### src/rtl/cfg_mode_pkg.sv
package cfg_mode_pkg;

  localparam int MODE_W = 2;

  typedef enum logic [MODE_W-1:0] {
    MODE_UNPROG = 2'b00,
    MODE_ACCESS = 2'b01,
    MODE_SETTLE = 2'b10,
    MODE_OPER   = 2'b11
  } cfg_mode_e;

  // next mode from the current mode and the qualified events
  function automatic cfg_mode_e mode_step(input cfg_mode_e cur,
                                          input logic      enable_ev,
                                          input logic      start_end,
                                          input logic      tlr,
                                          input logic      done);
    cfg_mode_e nxt;
    nxt = cur;
    unique case (cur)
      MODE_UNPROG: if (enable_ev) nxt = MODE_ACCESS;
      MODE_ACCESS: begin
        if (start_end)        nxt = MODE_SETTLE;
        else if (tlr && done) nxt = MODE_OPER;
      end
      MODE_SETTLE: nxt = done ? MODE_OPER : MODE_UNPROG;
      MODE_OPER:   if (enable_ev) nxt = MODE_ACCESS;
      default:     nxt = MODE_UNPROG;
    endcase
    return nxt;
  endfunction

  // done flag update: loaded only at the end of startup in Accessed
  function automatic logic done_step(input cfg_mode_e cur,
                                     input logic      start_end,
                                     input logic      ok,
                                     input logic      done);
    logic d;
    d = done;
    if (cur == MODE_ACCESS && start_end) d = ok;
    if (cur == MODE_UNPROG)              d = 1'b0;
    return d;
  endfunction

endpackage

### src/rtl/cfg_mode_core.sv
module cfg_mode_core
  import cfg_mode_pkg::*;
(
  input  logic      clk,
  input  logic      rst_n,
  input  logic      ev_enable,
  input  logic      tap_reset,
  input  logic      startup_done,
  input  logic      status_ok,
  output cfg_mode_e mode_q,
  output logic      enabled_q,
  output logic      done_q,
  output logic      leave_oper,
  output logic      access_hold
);

  cfg_mode_e mode_d;
  logic      enabled_d;
  logic      done_d;
  logic      enter_access;

  assign mode_d       = mode_step(mode_q, ev_enable, startup_done, tap_reset, done_q);
  assign done_d       = done_step(mode_q, startup_done, status_ok, done_q);
  assign enter_access = (mode_q != MODE_ACCESS) && (mode_d == MODE_ACCESS);
  assign leave_oper   = (mode_q == MODE_OPER) && (mode_d == MODE_ACCESS);
  assign access_hold  = (mode_q == MODE_ACCESS) && (mode_d == MODE_ACCESS);

  always_comb begin
    enabled_d = enabled_q;
    if (enter_access)             enabled_d = 1'b1;
    else if (mode_d != MODE_ACCESS) enabled_d = 1'b0;
  end

  always_ff @(posedge clk or negedge rst_n) begin
    if (!rst_n) begin
      mode_q    <= MODE_UNPROG;
      enabled_q <= 1'b0;
      done_q    <= 1'b0;
    end else begin
      mode_q    <= mode_d;
      enabled_q <= enabled_d;
      done_q    <= done_d;
    end
  end

endmodule

### src/rtl/cfg_io_ctrl.sv
module cfg_io_ctrl
  import cfg_mode_pkg::*;
(
  input  logic      clk,
  input  logic      rst_n,
  input  cfg_mode_e mode_q,
  input  logic      ev_enable,
  input  logic      ev_disable,
  input  logic      startup_done,
  input  logic      leave_oper,
  input  logic      access_hold,
  output logic      io_disable,
  output logic      startup_req,
  output logic      shutdown_req
);

  logic in_oper;
  logic io_active_q;
  logic pend_q;
  logic io_on;
  logic oper_start;
  logic access_start;

  assign in_oper      = (mode_q == MODE_OPER) && !ev_enable;
  assign io_on        = in_oper && startup_done && pend_q;
  assign oper_start   = in_oper && ev_disable && !io_on;
  assign access_start = access_hold && ev_disable;

  always_ff @(posedge clk or negedge rst_n) begin
    if (!rst_n) begin
      io_active_q  <= 1'b0;
      pend_q       <= 1'b0;
      startup_req  <= 1'b0;
      shutdown_req <= 1'b0;
    end else begin
      startup_req  <= oper_start || access_start;
      shutdown_req <= leave_oper;
      if (leave_oper || mode_q != MODE_OPER) begin
        io_active_q <= 1'b0;
        pend_q      <= 1'b0;
      end else if (io_on) begin
        io_active_q <= 1'b1;
        pend_q      <= 1'b0;
      end else if (oper_start) begin
        pend_q      <= 1'b1;
      end
    end
  end

  assign io_disable = !io_active_q;

endmodule

### src/rtl/cfg_isc_mode.sv
module cfg_isc_mode
  import cfg_mode_pkg::*;
(
  input  logic             clk,
  input  logic             rst_n,
  input  logic             ev_enable,
  input  logic             ev_disable,
  input  logic             ev_other,
  input  logic             tap_reset,
  input  logic             startup_done,
  input  logic             status_ok,
  output logic [MODE_W-1:0] mode,
  output logic             flag_enabled,
  output logic             flag_done,
  output logic             shutdown_req,
  output logic             startup_req,
  output logic             io_disable
);

  cfg_mode_e mode_q;
  logic      leave_oper;
  logic      access_hold;
  logic      other_seen;

  // other non-test instructions carry no transition in any mode
  assign other_seen = ev_other;

  cfg_mode_core u_core (
    .clk          (clk),
    .rst_n        (rst_n),
    .ev_enable    (ev_enable),
    .tap_reset    (tap_reset),
    .startup_done (startup_done),
    .status_ok    (status_ok),
    .mode_q       (mode_q),
    .enabled_q    (flag_enabled),
    .done_q       (flag_done),
    .leave_oper   (leave_oper),
    .access_hold  (access_hold)
  );

  cfg_io_ctrl u_io (
    .clk          (clk),
    .rst_n        (rst_n),
    .mode_q       (mode_q),
    .ev_enable    (ev_enable),
    .ev_disable   (ev_disable),
    .startup_done (startup_done),
    .leave_oper   (leave_oper),
    .access_hold  (access_hold),
    .io_disable   (io_disable),
    .startup_req  (startup_req),
    .shutdown_req (shutdown_req)
  );

  assign mode = mode_q;

  logic unused_ok;
  assign unused_ok = other_seen;

endmodule

### config.mk
export PLATFORM = sky130hd
export DESIGN_NAME = cfg_isc_mode
export DESIGN_NICKNAME = d
export VERILOG_FILES = /design/src/rtl/cfg_mode_pkg.sv /design/src/rtl/cfg_mode_core.sv /design/src/rtl/cfg_io_ctrl.sv /design/src/rtl/cfg_isc_mode.sv
export SDC_FILE = /design/constraint.sdc
export NUM_CORES = 1
export LEC_CHECK = 0
export BUFFER_PORTS_ARGS = -buffer_cell sky130_fd_sc_hd__clkbuf_2
export CORE_AREA = 2 2 39 41
export DETAILED_ROUTE_END_ITERATION = 12
export DIE_AREA = 0 0 41 43
export SLEW_MARGIN = 10
export SYNTH_ARGS = -nofsm -noshare
export SYNTH_HDL_FRONTEND = slang
export SYNTH_HIERARCHICAL = 1
export SYNTH_SLANG_ARGS = --single-unit
### constraint.sdc
create_clock -name clk -period 2.3 [get_ports clk]
set_clock_uncertainty 0.15 [all_clocks]
set_input_delay 0.345 -clock clk [delete_from_list [all_inputs] [get_ports clk]]
set_output_delay 0.345 -clock clk [all_outputs]
set_load 0.01 [all_outputs]
==> metrics.md <==
| Metric | Value |
|---|---|
| Total Wirelength | `around 940 um` |
| Critical Path Fanout Max | `4` |
| CTS root buffer | `clkbuf_4` |
| Initial antenna violation count | `0` |
| Layout area overhead | `32.2%` |
| Commonest non-fill, non-tap cells in the layout | `clkbuf_2, dfrtp_1, inv_1` |
| Mapped cell area | `between 400 and 500 sq um` |
| Sequential cell area fraction in the yosys report | `a little over two fifths` |
| Die ar. | `between 1500 and 2000 sq um` |
| Unique masters post-synth | `19` |
| Max-slew violations | `0` |
| Pleak | `0.295 nW` |
| Simple-gate share of the synthesized area | `approximately 14%` |
| Most common cell after layout, fill and taps aside | `clkbuf_2` |
| Setup total negative slack | `0 ps` |
| #FFs+latches synth | `8` |
| Nets@finish | `80` |
| Worst vdd ir | `around 0.50 mV` |
| Layout cells sized above 1 | `35.4%` |
| Routed len/inst | `around 12 um` |
| Fmax | `492 MHz` |
| Syn avg cell area | `10.4 sq um` |
| Status | `finished clean` |
| H-tree depth | `1` |
| PD cells | `approximately 1200 nW/um^2` |
| Fin. Hold Viols | `0` |
| CTS buffer count | `3` |
| Clock-pin slew on the worst setup and hold paths | `approximately 50 ps` |
| Crit share post-route | `slightly below 90%` |
| Setup WS pre-CTS | `a little under 300 ps` |
| Die height | `roughly 43 um` |
| Final worst slack | `about 270 ps` |
| Fin crit period | `2030 ps` |
| Skew-Pair Late Insertion Delay | `roughly 250 ps` |
| DRC Markers | `0` |
| Vias | `408` |
| Post-synthesis mux area share | `around 2.2%` |
| WP data arrival | `2070 ps` |
| Yosys warns | `6` |
| GPL Wtd Cong | `between 0.7 and 0.8` |
| IO buf count | `13` |
| Die X | `between 40 and 50 um` |
| Number of top-level pins | `15` |
| Cells after synthesis | `44` |
| MaxCap Viol Count | `0` |
| Iter 0 DRT Violations | `3` |
| Final Setup Violations | `0` |
| CP startpoint kind | `register` |
| CTS resizes | `0` |
| # rows | `14` |
| Total power | `about 730 uW` |
| Largest net degree at the start of global routing | `9` |
| Gr usage total | `around 14%` |
| Worst slew pin tran | `381 ps` |
| Syn_nets | `57` |
| Combinational family with the most area after synthesis | `compound AO/OA/AOI/OAI gates` |
| Synth Area in Adders | `13.7%` |
| Worst-case clock buffer depth | `2` |
| Worst hold-check path type | `in2reg` |
| Crit Path Category | `reg2reg` |
| RSZ-0062 raised after global routing | `false` |
| CP endpoint kind | `register` |
| Compound-Gate Fraction of Synth Area | `21.6%` |
| Vias in the first global route | `about 420` |
| Final ANT Viol Nets | `0` |
| Clock Sink Count | `8` |
| Final HPWL DP | `around 760 um` |
| Core ar. | `roughly 1400 sq um` |
| Hold slack | `about 160 ps` |
| First drt pass iteration count | `2` |
| Vias per std cell | `about 5` |
| Initial Utilization | `33.1%` |
| Worst Path Required | `2340 ps` |
| First-pass GRT wire length | `around 1.6 mm` |
| Total congestion overflow | `0` |
| XOR/XNOR Fraction of Synth Area | `0%` |
| Max-slew headroom | `between 70% and 80%` |
| CTS tree | `done` |
| Diodes inserted | `0` |
[metal layers]
layer / vias to the layer above / global-route usage, % / routed length [um]
met5: - / 0 / 0
met4: 0 / 12.0 / 19
met3: 2 / 1.57 / 45
met2: 12 / 20.9 / 437
met1: 195 / 17.4 / 440
li1: 199 / - / -
[cell type report]
class | count | area, sq um
tap | 16 | 20.0
fill | 148 | 778
inverter | 6 | 22.5
timing repair buffer | 18 | 105
multi-input combinational | 30 | 235
clock buffer | 3 | 22.5
sequential | 8 | 200
[power breakdown]
| group | total [mW] | leakage, nW | internal, mW | switching [mW] |
|---|---|---|---|---|
| sequential | 0.213 | 0.107 | 0.184 | 0.0296 |
| clock | 0.105 | 0.0138 | 0.0595 | 0.0450 |
| combinational | 0.414 | 0.174 | 0.196 | 0.219 |
| total | 0.732 | 0.295 | 0.439 | 0.293 |
[synth_stat cells]
cell type	n	share of area, %
nand2b_1	2	2.7
a22oi_1	1	1.6
o221ai_2	1	3.3
inv_1	6	4.9
o21ba_2	1	2.2
nand2_1	3	2.5
nor3_1	2	2.2
mux2i_1	1	2.2
a211oi_1	2	3.3
o21a_1	2	3.3
ha_1	5	14
nor4b_1	2	3.8
o21ai_0	1	1.1
dfrtp_1	8	44
nand3_1	1	1.1
a2111oi_2	1	3.3
nor2_1	2	1.6
a21oi_1	2	2.2
a31oi_1	1	1.4
[sequential cells by signal, summed over array words and instances (netlist names)]
signal	cells
u_io/startup_req	1
u_core/enabled_q	1
u_io/pend_q	1
u_io/io_active_q	1
u_io/shutdown_req	1
u_core/done_q	1
u_core/mode_q	2
[kinds of logic (layout without fill, tap and decap cells)]
family,after synthesis,in the layout
adder cells (fa/ha/maj),5,5
AO/OA/AOI/OAI,12,12
AND/OR/NAND/NOR,12,12
buffers and inverters,6,27
flip-flops,8,8
multiplexers,1,1
[worst max-delay path, cell delays in order, from the launching register on]
cell,delay (ps)
dfrtp_1,400
inv_1,90
ha_1,320
o21ba_2,230
a211oi_1,50
buf_4,160
nor4b_1,400
o21a_1,180
[stage by stage]
stage	utilization, %	instances	instance area [sq um]
detailed placement	41.4	77	573
global route	43.8	81	606
CTS	43.8	81	606
global placement	41.4	77	573
floorplan	-	44	458
finish	43.8	81	606
[repair_timing]
action                                 CTS  global route
endpoints found under the hold margin    8             0
setup buffers                            0             0
hold buffers                             1             0
[final timing paths]
| kind | from | to | slack, ps | cells after the start |
|---|---|---|---|---|
| max | u_core/mode_q[0] | u_io/startup_req | 270 | 7 |
| min | ev_disable | u_io/startup_req | 160 | 2 |
| max reg2reg | u_core/mode_q[0] | u_io/startup_req | 270 | 7 |
| min reg2reg | u_core/enabled_q | u_core/enabled_q | 390 | 2 |
| max in group asynchronous | rst_n | u_io/io_active_q | 1500 | 2 |
| min in group asynchronous | rst_n | u_io/startup_req | 320 | 2 |
Note: power is estimated with default switching activity, not from simulation.
